===== config.mk =====
export PLATFORM = sky130hd
export DESIGN_NAME = periodic_trig_seq
export DESIGN_NICKNAME = d
export VERILOG_FILES = /design/src/rtl/trigseq_pkg.sv /design/src/rtl/trigseq_datapath.sv /design/src/rtl/trigseq_ctrl.sv /design/src/rtl/periodic_trig_seq.sv
export SDC_FILE = /design/constraint.sdc
export NUM_CORES = 1
export LEC_CHECK = 0
export BUFFER_PORTS_ARGS = -buffer_cell sky130_fd_sc_hd__buf_2
export CAP_MARGIN = 20
export CORE_ASPECT_RATIO = 1.2
export CORE_MARGIN = 5
export CORE_UTILIZATION = 50
export CTS_BUF_LIST = sky130_fd_sc_hd__clkbuf_4 sky130_fd_sc_hd__clkbuf_8 sky130_fd_sc_hd__clkbuf_16
export DETAILED_ROUTE_END_ITERATION = 8
export GPL_TIMING_DRIVEN = 0
export PLACE_DENSITY = 0.75
export REMOVE_ABC_BUFFERS = 1
export SYNTH_ARGS = -nofsm -noshare
export SYNTH_HDL_FRONTEND = slang
export SYNTH_SLANG_ARGS = --single-unit
export TNS_END_PERCENT = 50

===== constraint.sdc =====
create_clock -name clk -period 1.7 [get_ports clk]
set_input_delay 0.17 -clock clk [delete_from_list [all_inputs] [get_ports clk]]
set_output_delay 0.17 -clock clk [all_outputs]
set_load 0.1 [all_outputs]

===== src/rtl/trigseq_pkg.sv =====
package trigseq_pkg;
  typedef enum logic [1:0] {
    SEQ_IDLE  = 2'd0,
    SEQ_RUN   = 2'd1,
    SEQ_DRAIN = 2'd2
  } seqState_e;

  // Strobes from control to the counters
  typedef struct packed {
    logic clear;  // drop all counter state
    logic load;   // capture settings at sequence start
    logic step;   // advance the interval counter by one cycle
  } seqCtl_t;
endpackage


===== src/rtl/trigseq_datapath.sv =====
module trigseq_datapath
  import trigseq_pkg::*;
#(
  parameter int PERIOD_W = 8,
  parameter int COUNT_W  = 8
) (
  input  logic                clk,
  input  logic                rstN,
  input  seqCtl_t             ctl,
  input  logic [PERIOD_W-1:0] periodCfg,
  input  logic [COUNT_W-1:0]  countCfg,
  output logic                tickDue,
  output logic                lastShot
);
  localparam logic [PERIOD_W-1:0] PER_ZERO = '0;
  localparam logic [COUNT_W-1:0]  CNT_ZERO = '0;
  localparam logic [COUNT_W-1:0]  CNT_ONE  = COUNT_W'(1);

  logic [PERIOD_W-1:0] periodQ;
  logic [PERIOD_W-1:0] intCnt;
  logic [COUNT_W-1:0]  remCnt;
  logic                endless;

  always_ff @(posedge clk or negedge rstN) begin
    if (!rstN) begin
      periodQ <= PER_ZERO;
      intCnt  <= PER_ZERO;
      remCnt  <= CNT_ZERO;
      endless <= 1'b0;
    end else if (ctl.clear) begin
      periodQ <= PER_ZERO;
      intCnt  <= PER_ZERO;
      remCnt  <= CNT_ZERO;
      endless <= 1'b0;
    end else if (ctl.load) begin
      periodQ <= periodCfg;
      intCnt  <= periodCfg;
      remCnt  <= countCfg;
      endless <= (countCfg == CNT_ZERO);
    end else if (ctl.step) begin
      if (intCnt == PER_ZERO) begin
        intCnt <= periodQ;
        if (!endless) remCnt <= remCnt - CNT_ONE;
      end else begin
        intCnt <= intCnt - PERIOD_W'(1);
      end
    end
  end

  assign tickDue  = (intCnt == PER_ZERO);
  assign lastShot = !endless && (remCnt == CNT_ONE);
endmodule


===== src/rtl/trigseq_ctrl.sv =====
module trigseq_ctrl
  import trigseq_pkg::*;
(
  input  logic      clk,
  input  logic      rstN,
  input  logic      userTrig,
  input  logic      seqEn,
  input  logic      convBusy,
  input  logic      fifoRst,
  input  logic      logicRst,
  input  logic      flagClr,
  input  logic      tickDue,
  input  logic      lastShot,
  output seqCtl_t   ctl,
  output logic      trigQ,
  output logic      doneQ,
  output seqState_e stateQ
);
  seqState_e stateD;
  logic abort, start, pass, fire, drainDone, trigD;

  always_comb begin
    abort     = fifoRst || logicRst;
    start     = (stateQ == SEQ_IDLE) && seqEn && userTrig;
    pass      = (stateQ == SEQ_IDLE) && !seqEn && userTrig;
    fire      = (stateQ == SEQ_RUN) && seqEn && tickDue;
    drainDone = (stateQ == SEQ_DRAIN) && !convBusy && !trigQ;

    stateD = stateQ;
    if (abort) begin
      stateD = SEQ_IDLE;
    end else begin
      case (stateQ)
        SEQ_IDLE:  if (start) stateD = SEQ_RUN;
        SEQ_RUN: begin
          if (!seqEn)                stateD = SEQ_DRAIN;
          else if (fire && lastShot) stateD = SEQ_DRAIN;
        end
        SEQ_DRAIN: if (drainDone) stateD = SEQ_IDLE;
        default:   stateD = SEQ_IDLE;
      endcase
    end

    ctl.clear = abort;
    ctl.load  = start && !abort;
    ctl.step  = (stateQ == SEQ_RUN) && seqEn && !abort;
    trigD     = !abort && (start || pass || fire);
  end

  always_ff @(posedge clk or negedge rstN) begin
    if (!rstN) begin
      stateQ <= SEQ_IDLE;
      trigQ  <= 1'b0;
      doneQ  <= 1'b0;
    end else begin
      stateQ <= stateD;
      trigQ  <= trigD;
      if (logicRst)                 doneQ <= 1'b0;
      else if (drainDone && !abort) doneQ <= 1'b1;
      else if (flagClr)             doneQ <= 1'b0;
    end
  end
endmodule


===== src/rtl/periodic_trig_seq.sv =====
module periodic_trig_seq
  import trigseq_pkg::*;
#(
  parameter int PERIOD_W = 8,
  parameter int COUNT_W  = 8
) (
  input  logic                clk,
  input  logic                rstN,
  input  logic                hwTrig,
  input  logic                swTrig,
  input  logic                trigSrcSw,
  input  logic                seqEn,
  input  logic [PERIOD_W-1:0] periodCfg,
  input  logic [COUNT_W-1:0]  countCfg,
  input  logic                convBusy,
  input  logic                fifoRst,
  input  logic                logicRst,
  input  logic                flagClr,
  input  logic                irqEn,
  output logic                trigOut,
  output logic                doneFlag,
  output logic                irqOut
);
  seqCtl_t   ctl;
  seqState_e stateQ;
  logic      userTrig, tickDue, lastShot;

  assign userTrig = trigSrcSw ? swTrig : hwTrig;

  trigseq_ctrl u_ctrl (
    .clk      (clk),
    .rstN     (rstN),
    .userTrig (userTrig),
    .seqEn    (seqEn),
    .convBusy (convBusy),
    .fifoRst  (fifoRst),
    .logicRst (logicRst),
    .flagClr  (flagClr),
    .tickDue  (tickDue),
    .lastShot (lastShot),
    .ctl      (ctl),
    .trigQ    (trigOut),
    .doneQ    (doneFlag),
    .stateQ   (stateQ)
  );

  trigseq_datapath #(
    .PERIOD_W (PERIOD_W),
    .COUNT_W  (COUNT_W)
  ) u_dp (
    .clk       (clk),
    .rstN      (rstN),
    .ctl       (ctl),
    .periodCfg (periodCfg),
    .countCfg  (countCfg),
    .tickDue   (tickDue),
    .lastShot  (lastShot)
  );

  assign irqOut = doneFlag && irqEn;
endmodule


==> results.toml, run 1 <==
[pwr]
p_per_area_nw_per_um2 = 760
p_leak_uw = 0.000976
total_power_uw = 1710
irDropWorstVdd_mv = 0.551

[yosys]
synth-edff-count = 0
ys_seq_area_share_pct = 39.5
synthSimpleGateAreaFrac_pct = 25.1
synth_common_cells = "29 x dfrtp_1, 21 x nand2_1, 17 x a21oi_1"
synth-main-ff-cell = "dfrtp_1"
synth.area.top_cells = "dfrtp_1 39%, a21oi_1 4.6%, nand2_1 4.3%"
yosys.cell_types.count = 52
yosysMostFrequentCell = "dfrtp_1"
synth_top_area_share_pct = 39.5
syn_area_um2 = 1840
synthCells = 206
synth.area.mux_share_pct = 3.95
async_flop_share_pct = 100
syn_area_per_cell_um2 = 8.92
ys_ff_latch = 29
synth_top_family_by_area = "simple AND/OR/NAND/NOR gates"
ys_warn_count = 0
synth_compound_area_share_pct = 20.4
synth_top_area_cell = "dfrtp_1"
synth_adder_area_share_pct = 2.72
yosys.area_share.xor_xnor_pct = 2.38

[place]
dpl.cell_count = 260
gp_congestion = 0.840
portBuffers = 29
dp_hpwl_mm = 3.06

[sta]
fin_ws_ns = -0.0343
slew_headroom_pct = 35.2
slew_violations = 0
rsz0062_at_grt = "true"
period_share_pct = 102
period_minus_slack_ns = 1.73
hold_violations = 0
setup_violations = 6
timing_worst_slew_pin_value_ns = 0.969
fmax_ghz = 0.577
whs_ns = 0.0711
finClkSkew_ns = 0.00380

[final_layout]
antenna_cells = 0
fill_cells = 300
final_layout_size_suffix_gt1_share_pct = 32.1
final_cells = 279
fin_util_pct = 62.5
layout.nets = 270
area_delta_synth_final_pct = 22.5

[grt]
grt_pass1_vias = 1654
grt_antenna_before_repair = 0
overflow = 0
gr-usage-all-layers_pct = 19.5
grt_pass1_wl_mm = 7.71
grt_max_degree = 30

[outcome]
status = "complete, but fails checks"
violations = "negative setup slack"

[worst_setup_path]
crit_path_end = "u_dp.remCnt[2]"
r2r-start = "u_dp.intCnt[0]"
rrSetupSlack_ns = -0.03
path_class = "reg2reg"
timing.rr.end = "u_dp.remCnt[2]"
cp-start-kind = "flop"
arrival_ns = 1.93
crit_fanout = 5
startpoint = "u_dp.intCnt[0]"
required_ns = 1.90
reg2reg_depth = 7
critPathCaptureType = "flop"

[route]
vias = 1701
drt_iter0_drc = 170
avgRoutedWirePerCell_um = 16.5
first_pass_iters = 4
drt-total-wl_mm = 4.60
wl_met3_um = 255
drt-met1-wl_mm = 1.88
met2WireLength_mm = 2.42
drc = 0
ant_nets = 0
dr.max_layer_used = "met4"
drt-vias-per-instance = 6.10

[clock_network]
clk_pin_slew_ns = 0.06
cts_root_buffer = "clkbuf_8"
clk-insertion-delay-late_ns = 0.28
cts_max_level = 2
cts_sinks = 29
clock_path_buffers = 2
cts_tree = "yes"
numCtsBuffers = 5

[die]
die_w_um = 65.3
dieArea_um2 = 4990
io_pins = 30
num_rows = 24
die_height_um = 76.4
core_area_um2 = 3600
start_util_pct = 51.0

[flow_run]
max-cap-violations = 0

[worst_hold_path]
hold_class = "in2reg"
through the flow:
| stage | setup WS [ns] | cell area (um2) | setup TNS [ns] |
|---|---|---|---|
| global route | -0.126 | 2250 | -0.849 |
| finish | -0.0343 | 2250 | -0.0925 |
| floorplan | -0.247 | 1760 | -1.00 |
| CTS | 0.00770 | 2190 | 0 |
| detailed placement | -0.372 | 1980 | -4.23 |
| global placement | -0.598 | 1960 | -11.57 |
repair_timing:
item                       in CTS  in global routing
pin swaps                       7                  8
hold buffers                    1                  0
buffers inserted                8                  2
hold endpoints to repair       29                  0
setup endpoints to repair      20                 14
gates resized for setup        13                 12
logic make-up (layout without fill, tap and decap cells):
group / after synthesis / count (layout)
flip-flops: 29 / 29
buffers and inverters: 24 / 58
multiplexers: 7 / 7
AO/OA/AOI/OAI: 58 / 58
adder cells (fa/ha/maj): 4 / 4
AND/OR/NAND/NOR: 79 / 79
XOR/XNOR: 5 / 5
cells in the final DEF (no fill, tap or decap), types with 2 or more instances in the layout:
cell type,count
buf_2,29
dfrtp_1,26
nand2_1,20
a21oi_1,17
nand3_1,12
nor2_1,9
a31oi_1,9
nor3_1,8
buf_4,8
inv_1,7
o21ai_0,6
mux2i_1,5
clkbuf_8,5
o211ai_1,4
o22ai_1,4
xor2_1,4
nand4_1,3
a2bb2oi_1,3
nor4_1,3
ha_1,3
clkbuf_4,3
dfrtp_2,3
inv_2,2
or2_2,2
nor4_4,2
and3_4,2
o21ai_2,2
o221ai_1,2
o21ai_1,2
buf_6,2
state kept, by name, summed over array words and instances, names as in the netlist:
name / flops
u_dp.endless: 1
u_ctrl.doneQ: 1
u_ctrl.trigQ: 1
u_ctrl.stateQ: 2
u_dp.remCnt: 8
u_dp.periodQ: 8
u_dp.intCnt: 8
cell type report:
class                      instances  area (um2)  area share, %
clock buffer                       8        91.3           4.06
sequential                        29         729           32.4
timing repair buffer              41         265           11.8
tap                               39        48.8           2.17
multi-input combinational        153        1080           48.1
inverter                           9        33.8           1.50
routing by layer:
| layer | vias up | track usage, % |
|---|---|---|
| li1 | 830 | - |
| met1 | 823 | 23.5 |
| met2 | 44 | 33.6 |
| met3 | 4 | 5.60 |
| met4 | 0 | 4.98 |
| met5 | - | 0 |
report_power, final:
part	switching, uW	total, uW	internal [uW]	leakage (uW)
logic	203	372	169	0.000531
clock network	263	601	338	0.0000498
registers	27.5	738	711	0.000395
total	493	1710	1220	0.000976
how the worst min path moves through the flow:
stage	cells after the start	endpoint	slack, ns	start
2_1_floorplan	0	u_ctrl.doneQ	-0.13	rstN
3_3_place_gp	1	u_dp.intCnt[5]	0.24	rstN
3_5_place_dp	1	u_dp.periodQ[2]	0.24	rstN
4_1_cts	2	u_ctrl.doneQ	0.06	logicRst
5_1_grt	2	u_ctrl.doneQ	0.06	logicRst
6_report	2	u_ctrl.doneQ	0.07	logicRst
critical path, stage by stage, from the launching register on:
cell,delay [ns]
dfrtp_1,0.40
inv_2,0.09
ha_4,0.14
nor3b_4,0.33
buf_4,0.18
nand4_1,0.14
xor2_1,0.19
a211oi_2,0.17
(Power assumes the default switching activity.)
==> run 2: changes to the inputs <==
==> constraint.sdc (replaced) <==
create_clock -name clk -period 1.4 [get_ports clk]
set_input_delay 0.14 -clock clk [delete_from_list [all_inputs] [get_ports clk]]
set_output_delay 0.14 -clock clk [all_outputs]
set_load 0.1 [all_outputs]
==> run 2 against run 1 <==
  * The run still ends with negative setup slack left
  * Clock power up 23%
  * Die area did not move
  * Flip-flop and latch count did not move
  * Count of clock-buffer cells in the layout did not move
  * Power is 29% higher
  * Non-clock buffer count increased by 11
  * Sequential power increased by 22%
  * Cell area increased by 11%
  * First-iteration DRC count fell by 21%
  * Wire length rose by 21%
  * Worst setup slack got worse by 0.25 ns
  * Sequential share of layout area is 3.1 points lower
  * Critical path type unchanged
  * Largest cell class unchanged
==> results.toml, run 2 (same netlist as run 1, synthesis figures left out) <==
[outcome]
status = "complete, but fails checks"
violations = "negative setup slack"

[final_layout]
fin_util_pct = 69.4
area_delta_synth_final_pct = 36.1
final_layout_size_suffix_gt1_share_pct = 42.1
antenna_cells = 0
layout.nets = 282
mostFrequentLayoutCell = "buf_2"
top_regs = "u_dp.intCnt: 8 flops, u_dp.periodQ: 8 flops, u_dp.remCnt: 8 flops"
final_cells = 291
fin_area_um2 = 2500
fill_cells = 276
mostFrequentLayoutCells = "29 x buf_2, 24 x dfrtp_1, 20 x nand2_1"

[sta]
hold_violations = 0
period_minus_slack_ns = 1.69
slew_violations = 0
finClkSkew_ns = 0.00303
slew_headroom_pct = 31.2
period_share_pct = 120
setup_violations = 21
rsz0062_at_grt = "true"
timing_worst_slew_pin_value_ns = 1.03
fmax_ghz = 0.593
setup_tns_ns = -4.52
fin_ws_ns = -0.286

[route]
drt_iter0_drc = 135
first_pass_iters = 4
drt-total-wl_mm = 5.55
drc = 0
drt-vias-per-instance = 6.30
avgRoutedWirePerCell_um = 19.1
ant_nets = 0
vias = 1832

[place]
dpl.cell_count = 260
portBuffers = 29
dp_hpwl_mm = 3.06
place_area_um2 = 1980
gp_congestion = 0.840

[grt]
grt_max_degree = 30
overflow = 0
gr-usage-all-layers_pct = 22.5
grt_pass1_vias = 1826
grt_antenna_before_repair = 0
grt_pass1_wl_mm = 8.81

[pwr]
p_per_area_nw_per_um2 = 884
p_leak_uw = 0.00107
total_power_uw = 2210
irDropWorstVdd_mv = 0.754

[die]
core_area_um2 = 3600
dieArea_um2 = 4990
start_util_pct = 51.0
die_w_um = 65.3
num_rows = 24
die_height_um = 76.4
io_pins = 30

[clock_network]
clk-insertion-delay-late_ns = 0.28
cts_tree = "yes"
cts_max_level = 2
numCtsBuffers = 5
cts_root_buffer = "clkbuf_8"
clk_pin_slew_ns = 0.06
cts_sinks = 29
clock_path_buffers = 2

[worst_setup_path]
crit_fanout = 4
required_ns = 1.60
critPathCaptureType = "flop"
cp-start-kind = "flop"
path_class = "reg2reg"
arrival_ns = 1.88

[flow_run]
max-cap-violations = 0

[worst_hold_path]
hold_class = "in2reg"
-- run 2: changes by cell type in the layout (fill, tap and decap cells not counted), moves of 2 or more --
| cell | delta |
|---|---|
| a2bb2oi_1 | -2 |
| dfrtp_2 | +2 |
| buf_4 | +8 |
| dfrtp_1 | -2 |
| a2bb2oi_2 | +2 |
| nor3_1 | -3 |
| buf_6 | +3 |
| o221ai_1 | -2 |
| o221ai_2 | +2 |
| o22ai_2 | +2 |
| o22ai_1 | -2 |
| nor3_2 | +2 |
-- run 2: worst paths after layout --
kind,from,to,slack [ns],cells after the start
min,logicRst,u_ctrl.doneQ,0.04,2
min in group asynchronous,rstN,u_dp.periodQ[2],0.43,2
max,u_dp.intCnt[1],u_dp.remCnt[2],-0.29,7
min reg2reg,u_dp.periodQ[3],u_dp.periodQ[3],0.53,2
max in group asynchronous,rstN,u_dp.remCnt[2],0.48,2
max reg2reg,u_dp.intCnt[1],u_dp.remCnt[2],-0.29,7
-- run 2: worst max-delay path: stages, from the launching register on --
cell and delay (ns):
dfrtp_1 0.39, inv_2 0.09, ha_4 0.14, nor3b_4 0.31, buf_4 0.18, nand4_1 0.14, xor2_1 0.19, a211oi_2 0.17
-- run 2: final cells by class --
| cell class | instances | area [um2] | share of cell area [%] |
|---|---|---|---|
| clock buffers | 8 | 91.3 | 3.65 |
| repair buffers | 52 | 359 | 14.3 |
| well taps | 39 | 48.8 | 1.95 |
| flip-flops and latches | 29 | 732 | 29.3 |
| multi-input cells | 154 | 1240 | 49.5 |
| inverters | 9 | 33.8 | 1.35 |
-- run 2: stage by stage --
step	setup slack [ns]	hold WS [ns]
after CTS	-0.243	0.0309
after detailed placement	-0.672	0.206
after global placement	-0.898	0.208
after global routing	-0.398	0.0362
after floorplan	-0.517	-0.156
final	-0.286	0.0366
-- run 2: metal layers --
metal,share of wire (%),vias up,GRT usage (%)
met1,38,896,26.5
met2,53,64,38.4
met4,3.2,0,8.92
met5,0,-,0
met3,5.7,15,5.46
li1,-,857,-
-- run 2: what timing repair did --
action                                  in CTS  in global routing
hold buffers                                 1                  0
buffers inserted                            20                  1
endpoints found under the setup margin      28                 28
resized for setup                           36                 16
gates cloned                                 1                  0
pin swaps                                   31                 11
hold endpoints to repair                    29                  0
-- run 2: report_power, final --
part | internal [uW] | switching (uW) | leakage, uW
logic | 257 | 317 | 0.000629
clock network | 411 | 328 | 0.0000498
registers | 864 | 34.7 | 0.000392
==> run 3: changes to the inputs <==
==> constraint.sdc (replaced) <==
create_clock -name clk -period 1.4 [get_ports clk]
set_input_delay 0.21 -clock clk [delete_from_list [all_inputs] [get_ports clk]]
set_output_delay 0.21 -clock clk [all_outputs]
set_load 0.1 [all_outputs]
==> run 3 against run 2 <==
  * The flow still finishes with violations (negative setup slack)
  * Largest power group unchanged
  * Maximum frequency is 0.35% lower
  * Critical path type unchanged
  * Worst setup slack worse by 0.0059 ns
  * Largest cell class unchanged
  * Clock power hardly changed
==> results.toml, run 3 (same netlist as run 1, synthesis figures left out) <==
[outcome]
status = "complete, but fails checks"
violations = "negative setup slack"

[clock_network]
clk_pin_slew_ns = 0.06
cts_root_buffer = "clkbuf_8"
cts_sinks = 29
cts_tree = "yes"
clock_path_buffers = 2
clk-insertion-delay-late_ns = 0.28
numCtsBuffers = 5
cts_max_level = 2

[grt]
grt_antenna_before_repair = 0
gr-usage-all-layers_pct = 22.4
grt_pass1_vias = 1824
met3_usage_pct = 5.46
overflow = 0
met1_usage_pct = 26.5
top_usage_layer = "met2"
grt_pass1_wl_mm = 8.80
grt_util_met2_pct = 38.3
grt_max_degree = 30

[place]
place_area_um2 = 1980
dp_hpwl_mm = 3.06
gp_congestion = 0.840
portBuffers = 29

[sta]
hold_violations = 0
timing_worst_slew_pin_value_ns = 1.03
setup_violations = 21
fmax_ghz = 0.591
slew_violations = 0
slew_headroom_pct = 31.1
period_share_pct = 121
finClkSkew_ns = 0.00238
period_minus_slack_ns = 1.69
rsz0062_at_grt = "true"
fin_ws_ns = -0.292

[pwr]
p_leak_uw = 0.00107
p_per_area_nw_per_um2 = 882
irDropWorstVdd_mv = 0.749
total_power_uw = 2210

[worst_setup_path]
crit_chain = "inv_2 -> ha_4 -> nor3b_4 -> buf_4 -> nand4_1 -> xor2_1 -> a211oi_2"
cp-start-kind = "flop"
required_ns = 1.60
crit_fanout = 4
critPathCaptureType = "flop"
cp.depth = 7
path_class = "reg2reg"
arrival_ns = 1.89
reg2reg_depth = 7
critPathTopFamily = "simple AND/OR/NAND/NOR gates"
cp_num_buf_inv = 2
max_stage_delay_ns = 0.39
crit_slowest_cell = "dfrtp_1"

[route]
drt-vias-per-instance = 6.34
drt-total-wl_mm = 5.51
drt_iter0_drc = 143
drc = 0
ant_nets = 0
first_pass_iters = 4
avgRoutedWirePerCell_um = 18.9
vias = 1846

[flow_run]
max-cap-violations = 0

[worst_hold_path]
hold_class = "in2reg"
min_path_cells = 2

[final_layout]
mostFrequentLayoutCell = "buf_2"
top_regs = "u_dp.intCnt: 8 flops, u_dp.periodQ: 8 flops, u_dp.remCnt: 8 flops"
layout.nets = 282
final_layout_size_suffix_gt1_share_pct = 42.1
area_delta_synth_final_pct = 36.3
fin_area_um2 = 2500
mostFrequentLayoutCells = "28 x buf_2, 24 x dfrtp_1, 20 x nand2_1"
antenna_cells = 0
fill_cells = 274

[die]
num_rows = 24
die_w_um = 65.3
dieArea_um2 = 4990
die_height_um = 76.4
io_pins = 30
start_util_pct = 51.0
core_area_um2 = 3600
run 3: cell counts in the layout (fill, tap and decap cells not counted):
No cell type changed its count.
run 3: path summary, 6_finish.rpt:
kind	start	to	slack (ns)
setup / recovery	u_dp.intCnt[1]	u_dp.remCnt[2]	-0.29
hold / removal	logicRst	u_ctrl.doneQ	0.11
setup reg to reg	u_dp.intCnt[1]	u_dp.remCnt[2]	-0.29
hold reg to reg	u_dp.periodQ[3]	u_dp.periodQ[3]	0.53
max in group asynchronous	rstN	u_dp.remCnt[2]	0.42
min in group asynchronous	rstN	u_dp.periodQ[2]	0.50
run 3: repair_timing:
item / 4_1_cts / 5_1_grt
gates resized for setup: 37 / 16
hold endpoints to repair: 29 / 0
setup endpoints to repair: 29 / 28
pin swaps: 31 / 11
buffers inserted: 20 / 1
cloned: 1 / 0
hold buffers: 1 / 0
run 3: worst register-to-register path: stages, from the launching register on:
cell      delay (ns)
dfrtp_1         0.39
inv_2           0.09
ha_4            0.14
nor3b_4         0.31
buf_4           0.18
nand4_1         0.14
xor2_1          0.19
a211oi_2        0.17
run 3: through the flow:
| stage | util, % | setup slack [ns] | hold slack, ns | instances | TNS (ns) |
|---|---|---|---|---|---|
| after floorplan | - | -0.587 | -0.0856 | 191 | -8.93 |
| after global placement | 54.3 | -0.898 | 0.278 | 259 | -19.97 |
| after detailed placement | 55.1 | -0.672 | 0.276 | 260 | -12.26 |
| after CTS | 67.1 | -0.243 | 0.101 | 290 | -3.25 |
| after global routing | 69.5 | -0.398 | 0.106 | 291 | -6.30 |
| final | 69.5 | -0.292 | 0.107 | 291 | -4.64 |
run 3: per-layer routing:
| layer | vias to the layer above | part of all wire (%) | wire [um] |
|---|---|---|---|
| met5 | - | 0 | 0 |
| met4 | 0 | 3.2 | 177 |
| met3 | 15 | 6.9 | 380 |
| met2 | 72 | 54 | 2960 |
| met1 | 902 | 36 | 1990 |
| li1 | 857 | - | - |
run 3: layout make-up:
type / instances / area [um2] / share of cell area, %
Multi-Input combinational cell: 154 / 1240 / 49.4
Sequential cell: 29 / 732 / 29.2
Timing Repair Buffer: 52 / 362 / 14.4
Clock buffer: 8 / 91.3 / 3.65
Tap cell: 39 / 48.8 / 1.95
Inverter: 9 / 33.8 / 1.35
run 3: where the power goes:
part | leakage [uW] | switching (uW) | internal [uW]
clock | 0.0000498 | 328 | 411
combinational | 0.000629 | 315 | 257
sequential | 0.000392 | 34.3 | 864
total | 0.00107 | 678 | 1530
